## config.mk

```make
export PLATFORM = sky130hd
export DESIGN_NAME = disp_timing_gen
export DESIGN_NICKNAME = d
export VERILOG_FILES = /design/src/rtl/dtg_pkg.sv /design/src/rtl/dtg_scan_counter.sv /design/src/rtl/dtg_axis_decode.sv /design/src/rtl/dtg_line_match.sv /design/src/rtl/disp_timing_gen.sv
export SDC_FILE = /design/constraint.sdc
export NUM_CORES = 1
export LEC_CHECK = 0
export CORE_MARGIN = 8
export CORE_UTILIZATION = 51
export DETAILED_ROUTE_END_ITERATION = 8
export DONT_BUFFER_PORTS = 1
export PLACE_DENSITY = 0.69
export SLEW_MARGIN = 20
export SYNTH_ARGS = -nofsm -noshare
export SYNTH_HDL_FRONTEND = slang
export SYNTH_SLANG_ARGS = --single-unit
```

## constraint.sdc

```tcl
create_clock -name clk -period 2.3 [get_ports clk]
set_input_delay 0.23 -clock clk [delete_from_list [all_inputs] [get_ports clk]]
set_output_delay 0.23 -clock clk [all_outputs]
set_load 0.02 [all_outputs]
```

## src/rtl/dtg_pkg.sv

```systemverilog
package dtg_pkg;
  localparam int WORD_W  = 32;
  localparam int H_W     = 12;
  localparam int V_W     = 11;
  localparam int H_LSB   = 16;
  localparam int V_LSB   = 0;
  localparam int STAT_W  = 16;
  localparam int EN_BIT  = 0;
  localparam int HPOL_BIT = 31;
  localparam int VPOL_BIT = 30;
  localparam int DPOL_BIT = 29;
  localparam int CPOL_BIT = 28;

  function automatic logic [H_W-1:0] h_field(input logic [WORD_W-1:0] w);
    return w[H_LSB +: H_W];
  endfunction

  function automatic logic [V_W-1:0] v_field(input logic [WORD_W-1:0] w);
    return w[V_LSB +: V_W];
  endfunction

  // level driven onto a pin: polarity bit set means active high
  function automatic logic drive_level(input logic active, input logic pol_high);
    return active ? pol_high : ~pol_high;
  endfunction
endpackage

```

## src/rtl/dtg_scan_counter.sv

```systemverilog
module dtg_scan_counter #(
  parameter int H_W = 12,
  parameter int V_W = 11
) (
  input  logic           clk,
  input  logic           rst_n,
  input  logic           run,
  input  logic [H_W-1:0] h_last,
  input  logic [V_W-1:0] v_last,
  output logic [H_W-1:0] h_cnt,
  output logic [V_W-1:0] v_cnt
);
  logic h_end;
  logic v_end;

  assign h_end = (h_cnt >= h_last);
  assign v_end = (v_cnt >= v_last);

  always_ff @(posedge clk or negedge rst_n) begin
    if (!rst_n) begin
      h_cnt <= '0;
      v_cnt <= '0;
    end else if (!run) begin
      h_cnt <= '0;
      v_cnt <= '0;
    end else if (h_end) begin
      h_cnt <= '0;
      v_cnt <= v_end ? '0 : v_cnt + 1'b1;
    end else begin
      h_cnt <= h_cnt + 1'b1;
    end
  end
endmodule

```

## src/rtl/dtg_axis_decode.sv

```systemverilog
module dtg_axis_decode #(
  parameter int W = 12
) (
  input  logic [W-1:0] cnt,
  input  logic [W-1:0] sync_b,
  input  logic [W-1:0] bp_b,
  input  logic [W-1:0] act_b,
  output logic         in_sync,
  output logic         in_active
);
  always_comb begin
    in_sync   = (cnt <= sync_b);
    in_active = (cnt > bp_b) && (cnt <= act_b);
  end
endmodule

```

## src/rtl/dtg_line_match.sv

```systemverilog
module dtg_line_match #(
  parameter int H_W = 12,
  parameter int V_W = 11
) (
  input  logic           run,
  input  logic [H_W-1:0] h_cnt,
  input  logic [V_W-1:0] v_cnt,
  input  logic [V_W-1:0] target,
  output logic           hit
);
  assign hit = run && (h_cnt == '0) && (v_cnt == target);
endmodule

```

## src/rtl/disp_timing_gen.sv

```systemverilog
module disp_timing_gen
  import dtg_pkg::*;
#(
  parameter int WORD_BITS = WORD_W,
  parameter int HB        = H_W,
  parameter int VB        = V_W,
  parameter int SB        = STAT_W
) (
  input  logic                 clk,
  input  logic                 rst_n,
  input  logic [WORD_BITS-1:0] ctrl_i,
  input  logic [WORD_BITS-1:0] sync_cfg_i,
  input  logic [WORD_BITS-1:0] bporch_cfg_i,
  input  logic [WORD_BITS-1:0] active_cfg_i,
  input  logic [WORD_BITS-1:0] total_cfg_i,
  input  logic [VB-1:0]        line_tgt_i,
  output logic                 hsync_o,
  output logic                 vsync_o,
  output logic                 de_o,
  output logic                 pclk_inv_o,
  output logic [SB-1:0]        scan_pos_o,
  output logic                 line_hit_o
);
  localparam int PAD_W = SB - VB;

  logic          run;
  logic [HB-1:0] h_cnt;
  logic [VB-1:0] v_cnt;
  logic          h_sync_q, h_act;
  logic          v_sync_q, v_act;

  assign run = ctrl_i[EN_BIT];

  dtg_scan_counter #(.H_W(HB), .V_W(VB)) u_cnt (
    .clk    (clk),
    .rst_n  (rst_n),
    .run    (run),
    .h_last (h_field(total_cfg_i)),
    .v_last (v_field(total_cfg_i)),
    .h_cnt  (h_cnt),
    .v_cnt  (v_cnt)
  );

  dtg_axis_decode #(.W(HB)) u_hdec (
    .cnt       (h_cnt),
    .sync_b    (h_field(sync_cfg_i)),
    .bp_b      (h_field(bporch_cfg_i)),
    .act_b     (h_field(active_cfg_i)),
    .in_sync   (h_sync_q),
    .in_active (h_act)
  );

  dtg_axis_decode #(.W(VB)) u_vdec (
    .cnt       (v_cnt),
    .sync_b    (v_field(sync_cfg_i)),
    .bp_b      (v_field(bporch_cfg_i)),
    .act_b     (v_field(active_cfg_i)),
    .in_sync   (v_sync_q),
    .in_active (v_act)
  );

  dtg_line_match #(.H_W(HB), .V_W(VB)) u_match (
    .run    (run),
    .h_cnt  (h_cnt),
    .v_cnt  (v_cnt),
    .target (line_tgt_i),
    .hit    (line_hit_o)
  );

  always_comb begin
    hsync_o    = drive_level(run && h_sync_q, ctrl_i[HPOL_BIT]);
    vsync_o    = drive_level(run && v_sync_q, ctrl_i[VPOL_BIT]);
    de_o       = drive_level(run && h_act && v_act, ctrl_i[DPOL_BIT]);
    pclk_inv_o = ctrl_i[CPOL_BIT];
    scan_pos_o = {{PAD_W{1'b0}}, v_cnt};
  end
endmodule

```

; Word level (Yosys, flattened, before mapping)
; Cells that the tools add are included.
[word_totals]
elab_cells = 34
latch_bits = 0
ram_bits = 0
ff_bits = 23
output_inout_bits = 21
memories = 0
romBits = 0
[classes]
mux = 8
add_sub_neg = 2
multipliers = 0
shift = 0
bitwise_logic = 3
order_cmp = 8
n_eq_ne = 2
reduce_logical = 9
n_div = 0
[op_table]
columns = op, n
row1 = 11-bit two-way mux, 3
row2 = 12-bit less-or-equal comparator, 2
row3 = 12-bit two-way mux, 2
row4 = 11-bit less-or-equal comparator, 2
row5 = "12-bit by 1-bit adder with 12-bit output, second input constant", 1
row6 = 12-bit >= comparator, 1
row7 = 12-bit greater-than comparator, 1
row8 = 12-bit zero test, 1
row9 = "11-bit by 1-bit adder with 11-bit output, second input constant", 1
row10 = 11-bit == test, 1
row11 = 11-bit >= comparator, 1
row12 = 11-bit greater-than comparator, 1
row13 = 1-bit logical AND, 8
row14 = 1-bit two-way mux, 3
row15 = 1-bit inverter, 3
row16 = "2-bit by 1-bit inequality test with 1-bit output, second input constant", 1

; Longest topological paths before layout
; Gate-level depths: netlist (run 1).
[depth]
ltp_word = 5
depth_mapped = 10

; Cells and area by module
; A second synthesis (run 1) with hierarchy kept.
[hier_totals]
hier_cells = 462
area_unflattened_um2 = 3639.7
[by_module_without_submodules]
columns = module, n_inst, area_per_inst_um2, cells_each
row1 = dtg_scan_counter, 1, 1655.3, 193
row2 = dtg_axis_decode (u_hdec), 1, 909.6, 124
row3 = dtg_axis_decode (u_vdec), 1, 818.3, 112
row4 = dtg_line_match, 1, 168.9, 20
row5 = disp_timing_gen, 1, 87.6, 13

; Worst setup path after synthesis (run 1)
; OpenSTA, ideal clock, no wires.
[synth_path]
path_type = reg-to-reg
from = reg u_cnt.v_cnt[0]
to = reg u_cnt.v_cnt[3]
synth_period_minus_slack_ns = 2.314
slack_ns = -0.014
t_arrival_ns = 2.236
required_ns = 2.222
stages_incl_launch_ff = 10
cell_sequence = dfrtp_1 > inv_1 > ha_1 > nand2b_1 > a211o_1 > a2111oi_1 > o21ai_1 > buf_6 > o211ai_2 > o2bb2ai_1
[synth_via]
elab_chain_cells = 4
[synth_rtl]
columns = element, line
row1 = start: declaration, dtg_scan_counter.sv:11  ; output logic [V_W-1:0] v_cnt
row2 = start signal: assignment, dtg_scan_counter.sv:28  ; v_cnt <= v_end ? '0 : v_cnt + 1'b1;
row3 = 11-bit by 1-bit adder with 11-bit output or 11-bit >= comparator (tied branches), "dtg_scan_counter.sv:28, dtg_scan_counter.sv:17"
row4 = 11-bit two-way mux *, dtg_scan_counter.sv:28
row5 = 11-bit two-way mux *, dtg_scan_counter.sv:26  ; end else if (h_end) begin
row6 = 11-bit two-way mux *, dtg_scan_counter.sv:23  ; end else if (!run) begin
; Every way passes the cells marked *; elsewhere a longest branch is shown, timed or not. The select of a mux whose other input is x is not followed.
; A chain may end at the register's enable or synchronous reset.

; Worst setup path in the final report (run 1)
[layout_path]
from = reg u_cnt.v_cnt[3]
to = out de_o
[layout_via]
elab_chain_cells = 4
[layout_rtl]
columns = element, line
row1 = 11-bit greater-than comparator or 11-bit less-or-equal comparator (tied branches), dtg_axis_decode.sv:13  ; in_active = (cnt > bp_b) && (cnt <= act_b);
row2 = 1-bit logical AND *, dtg_axis_decode.sv:13
row3 = 1-bit logical AND *, disp_timing_gen.sv:73  ; de_o = drive_level(run && h_act && v_act, ctrl_i[DPOL_BIT]);
row4 = 1-bit two-way mux *, dtg_pkg.sv:24  ; return active ? pol_high : ~pol_high;
row5 = end: declaration, disp_timing_gen.sv:19  ; output logic de_o,
; Every way passes the cells marked *; elsewhere a longest branch is shown, timed or not.

==> results of run 1 <==
worst min-delay path: cells and delay by family:
kind | cells | cell delay, ns
compound gates | 3 | 0.23
buf+inv | 1 | 0.15
simple gates | 1 | 0.05
power breakdown:
group / switching (W) / internal, W
clock: 0.000124 / 0.000123
combinational: 0.000657 / 0.000613
sequential: 0.0000722 / 0.000455
total: 0.000853 / 0.00119
state kept, by name, summed over array words and instances, names as in the netlist:
signal	cells
u_cnt.v_cnt	11
u_cnt.h_cnt	12
stage by stage:
stage,total power (W),utilization [%],std cells
after global placement,0.00145,57.5,591
after CTS,0.00190,64.7,616
after global routing,0.00222,71.0,631
final,0.00204,71.0,631
after floorplan,0.00119,-,458
after detailed placement,0.00149,57.5,591
kinds of logic after synthesis:
logic type | Yosys count
flip-flops | 23
AND/OR/NAND/NOR | 113
XOR/XNOR | 23
multiplexers | 2
adder cells (fa/ha/maj) | 95
buffers and inverters | 105
other | 1
AO/OA/AOI/OAI | 92
synthesized netlist by cell type, types with 5 or more instances:
cell type   n
nand2b_1   13
and3_1     12
nor2_1     23
o21ai_0     6
ha_1       95
a21oi_1    25
dfrtp_1    23
nand4_1    21
xnor2_1    14
a211oi_1    7
xor2_1      9
nand2_1    10
nor2b_1     5
nand3_1    13
o2bb2ai_1   8
o211ai_2    8
a21o_1     10
buf_4       6
inv_1      94
nor3_1      6
timing repair:
action,CTS,global route
endpoints found under the hold margin,23,23
buffers inserted,19,13
hold buffers,1,1
pin swaps,32,42
gates resized for setup,62,61
endpoints found under the setup margin,16,27
cloned,1,3
layout make-up:
cell class,count,area share (%)
clock buffers,4,0.884
inverters,94,6.97
multi-input cells,331,64.4
flip-flops and latches,23,11.5
well taps,99,2.43
repair buffers,80,13.8
final timing paths:
path	slack, ns	end	depth (start not counted)	start
setup / recovery	-0.17	de_o	9	u_cnt.v_cnt[3]
hold / removal	0.44	u_cnt.v_cnt[10]	5	ctrl_i[0]
setup reg to reg	0	u_cnt.v_cnt[5]	10	u_cnt.v_cnt[0]
hold reg to reg	0.59	u_cnt.h_cnt[0]	2	u_cnt.h_cnt[0]
max in group asynchronous	1.43	u_cnt.v_cnt[5]	2	rst_n
min in group asynchronous	0.48	u_cnt.h_cnt[6]	2	rst_n
metal layers:
layer  vias to the layer above  global-route usage [%]  part of all wire, %
met5                         -                       0                    0
met4                         0                    8.13                  3.3
met3                        27                    5.64                  6.6
met2                       140                    40.6                   50
met1                      1689                    22.5                   40
li1                       1756                       -                    -
==> flow_summary.json, run 1 <==
{
  "mostFrequentLayoutCell": "inv_1",
  "slowest_stage": "dfrtp_1",
  "grt_pass1_vias": 3929,
  "drt_iter0_drc": 90,
  "ys_seq_area_share_pct": 15.4,
  "cp.arrival_ns": 2.24,
  "finalCriticalPeriod_ns": 2.47,
  "syn_inst": 454,
  "path_clk_slew_ns": 0.08,
  "hp-class": "in -> reg",
  "cp_data_required_time_ns": 2.07,
  "slew_headroom_pct": 64.3,
  "clock_latency_ns": 0.26,
  "setup_violations": 3,
  "setup_tns_ns": -0.327,
  "syn-cell-area_um2": 3730,
  "synth_area_leaders": "ha_1, dfrtp_1, inv_1",
  "viasPerCell": 5.72,
  "dieArea_um2": 10300,
  "synth_cell_types": 48,
  "tightestPinTransition_ns": 0.536,
  "synth_compound_area_share_pct": 18.3,
  "syn_to_final_growth_pct": 36.5,
  "coreArea_um2": 7180,
  "cts_buffer_depth": 2,
  "grt_setup_unrepaired": "yes",
  "fin_ws_ns": -0.174,
  "n_antenna_cell": 0,
  "ys_seq_elements": 23,
  "outcome": "finished, violations left",
  "wl_mm": 11.8,
  "cp_top_family": "compound AO/OA/AOI/OAI gates",
  "drc": 0,
  "hold_viol": 0,
  "grt_max_degree": 24,
  "ys_async_sr_fraction_pct": 100,
  "multi_input_area_um2": 3280,
  "finClkSkew_ns": 0.00333,
  "globalRouteOverflowTotal": 0,
  "clock_sinks": 23,
  "firstDrtPassIters": 4,
  "final.period_utilization_pct": 108,
  "violations": "negative setup slack",
  "max_freq_mhz": 404,
  "synth-xor-area-share_pct": 5.40,
  "io_pins": 194,
  "rows": 31,
  "grt_use_total_pct": 21.7,
  "gp_congestion": 0.887,
  "initial_utilization_pct": 52.0,
  "htree_levels": 1,
  "clockRootBuffer": "clkbuf_8",
  "synth_top_area_cell": "ha_1",
  "holdWs_ns": 0.439,
  "synth_edf_count": 0,
  "critPathMaxFanout": 6,
  "slew_viol_final": 0,
  "drive_above_1_share_pct": 32.9,
  "p_leak_nw": 2.68,
  "yosys_most_used_dff": "dfrtp_1",
  "finalInstanceArea_um2": 5100,
  "grt_pass1_wl_mm": 18.0,
  "avgSynthCellArea_um2": 8.22,
  "slowest_delay_ns": 0.42,
  "antenna_found_initial": 0,
  "die_h_um": 102,
  "port_buffers": 0,
  "synthAdderAreaFrac_pct": 31.8,
  "synth_top_family_by_area": "adder cells",
  "num_vias": 3612,
  "pre_cts_ws_ns": -0.148,
  "synthSimpleGateAreaFrac_pct": 16.6,
  "cts_tree": "built",
  "synth_top_area_share_pct": 31.8,
  "start_kind": "flip-flop",
  "powerDensity_nw_per_um2": 401,
  "path_buf_inv": 2,
  "regArea_um2": 587,
  "placed_cell_area_um2": 4130,
  "hpwlAfterDp_mm": 8.76,
  "ir_drop_v": 0.000278,
  "num-nets-final": 801,
  "max_cap_viol_count": 0,
  "criticalPathCategory": "reg -> out",
  "fill_cells": 544,
  "wl_per_cell_um": 18.7,
  "ys.warnings.count": 0,
  "end_kind": "primary output",
  "postRouteAntennaNets": 0,
  "synthMuxAreaShare_pct": 0.670,
  "cts_buffers": 3,
  "layout_common_cells": "inv_1, ha_1, buf_4",
  "crit_chain": "buf_6 > ha_1 > a211oi_2 > o21bai_1 > o21bai_1 > a21oi_2 > nor4_2 > xnor2_1 > buf_4",
  "cp_common_cell": "o21bai_1",
  "die_w_um": 102
}
Power figures use the tool's default switching activity.
==> run 2: changes to the inputs <==
Settings changed: CORE_UTILIZATION 51 to 60, PLACE_DENSITY 0.69 to 0.79, REMOVE_ABC_BUFFERS set to 1.
==> run 2 against run 1 <==
The run still ends with negative setup slack left. Sequential power up 0.8%. Cell area up 0.76%. Combinational power up 9%. Clock skew down 0.00076 ns. Fmax down 4.8%. Setup slack worse by 0.12 ns. Hold slack worse by 0.0010 ns. Via count up 9.7%. Largest cell class unchanged. Largest power group unchanged. Highest routed layer unchanged.
==> flow_summary.json, run 2 (synthesized netlist as in run 1, its figures left out) <==
{
  "outcome": "finished, violations left",
  "violations": "negative setup slack",
  "max_freq_mhz": 385,
  "grt_setup_unrepaired": "yes",
  "holdWs_ns": 0.438,
  "p_int_w": 0.00123,
  "htree_levels": 1,
  "criticalPathCategory": "reg -> out",
  "finClkSkew_ns": 0.00257,
  "io_pins": 194,
  "reg.largest.list": "u_cnt.h_cnt x12, u_cnt.v_cnt x11",
  "coreArea_um2": 5960,
  "p_switching_w": 0.000937,
  "largest_reg_flops": 12,
  "gp_congestion": 0.849,
  "wl_mm": 14.4,
  "globalRouteOverflowTotal": 0,
  "viasPerCell": 6.57,
  "cts_tree": "built",
  "crit_start": "u_cnt.v_cnt[8]",
  "clock_latency_ns": 0.26,
  "layout_common_cells": "inv_1, ha_1, buf_4",
  "hp-class": "in -> reg",
  "start_kind": "flip-flop",
  "cts_buffer_depth": 2,
  "end_kind": "primary output",
  "cts_buffers": 3,
  "final.period_utilization_pct": 113,
  "num-nets-final": 797,
  "drive_above_1_share_pct": 33.5,
  "rows": 28,
  "num_vias": 3964,
  "postRouteAntennaNets": 0,
  "max_cap_viol_count": 0,
  "firstDrtPassIters": 5,
  "initial_utilization_pct": 62.7,
  "power_frac_seq_pct": 24.5,
  "grt_use_total_pct": 27.6,
  "regArea_um2": 591,
  "die_w_um": 94.9,
  "clkPwrFrac_pct": 11.8,
  "clock_sinks": 23,
  "port_buffers": 0,
  "p_leak_nw": 2.63,
  "dieArea_um2": 9000,
  "slew_viol_final": 0,
  "mostFrequentLayoutCell": "inv_1",
  "switching_share_pct": 43.2,
  "die_h_um": 94.9,
  "reg2reg_from": "u_cnt.v_cnt[0]",
  "antenna_found_initial": 0,
  "regMostFlops": "u_cnt.h_cnt",
  "fill_cells": 277,
  "clockRootBuffer": "clkbuf_8",
  "hold_viol": 0,
  "tightestPinTransition_ns": 0.533,
  "critPathMaxFanout": 3,
  "grt_max_degree": 24,
  "total_power_w": 0.00217,
  "drc": 0,
  "syn_to_final_growth_pct": 37.5,
  "n_antenna_cell": 0,
  "powerDensity_nw_per_um2": 423,
  "pre_cts_ws_ns": -0.0517,
  "setup_violations": 8,
  "cp.arrival_ns": 2.37,
  "ir_drop_v": 0.000317,
  "finalCriticalPeriod_ns": 2.60,
  "cp_data_required_time_ns": 2.07,
  "multi_input_area_um2": 3400,
  "hold_start": "ctrl_i[0]",
  "p_comb_share_pct": 63.7,
  "grt_pass1_wl_mm": 19.7,
  "slew_headroom_pct": 64.5,
  "drt_iter0_drc": 294,
  "wl_per_cell_um": 23.8,
  "path_clk_slew_ns": 0.08,
  "grt_pass1_vias": 4164,
  "fin_ws_ns": -0.299,
  "hpwlAfterDp_mm": 9.00
}
## run 2: changes by cell type in the layout (fill, tap and decap cells not counted), moves of 2 or more
cell / change
nor4_2: -2
ha_2: +2
nor2_1: +3
dfrtp_1: -3
ha_4: +7
a21oi_4: +2
nor2_2: -3
dfrtp_2: +3
ha_1: -9
buf_6: -3
## run 2: metal layers
metal	vias to the layer above	GRT usage, %	wire (µm)
met3	110	7.30	1370
met2	304	48.7	6920
li1	1738	-	-
met5	-	0	0
met4	0	19.2	1250
met1	1812	27.9	4820
## run 2: worst max-delay path: stages, from the launching register on
cell,delay (ns)
dfrtp_2,0.47
ha_1,0.33
a211oi_1,0.28
nor2_1,0.13
nor3b_1,0.35
a211o_1,0.20
nor4_4,0.05
xnor2_1,0.14
buf_4,0.16
## run 2: per-stage QoR
| stage | cells | area, µm² | util [%] | setup TNS, ns |
|---|---|---|---|---|
| 6_report | 603 | 5130 | 86.2 | -0.858 |
| 5_1_grt | 603 | 5130 | 86.2 | -1.52 |
| 4_1_cts | 591 | 4730 | 79.4 | -0.277 |
| 3_5_place_dp | 568 | 4110 | 68.9 | -0.0867 |
| 3_3_place_gp | 568 | 4110 | 68.9 | 0 |
| 2_1_floorplan | 447 | 3670 | - | -3.67 |
## run 2: worst paths after layout
kind                                   endpoint  slack [ns]  cells after the start
worst max-delay path                       de_o       -0.30                      8
worst min-delay path            u_cnt.v_cnt[10]        0.44                      5
worst max register to register   u_cnt.v_cnt[4]       -0.05                      9
worst min register to register   u_cnt.h_cnt[0]        0.58                      2
max in group asynchronous        u_cnt.v_cnt[4]        1.43                      2
min in group asynchronous       u_cnt.h_cnt[11]        0.48                      2
## run 2: area by class of cell
type | instances | area share (%)
multi-input cells | 331 | 66.3
well taps | 75 | 1.83
clock buffers | 4 | 0.877
repair buffers | 76 | 12.6
inverters | 94 | 6.87
flip-flops and latches | 23 | 11.5
## run 2: power groups by stage
stage               clock network (W)  logic, W  registers, W
floorplan                           0  0.000602      0.000568
global placement                    0  0.000926      0.000523
detailed placement                  0  0.000981      0.000525
CTS                          0.000255   0.00118      0.000525
global route                 0.000283   0.00150      0.000533
finish                       0.000257   0.00138      0.000531
## run 2: timing repair
item	4_1_cts	5_1_grt
setup buffers	17	8
hold endpoints to repair	23	23
cloned	1	3
pin swaps	36	27
endpoints found under the setup margin	12	27
hold buffers	1	1
resized for setup	82	45
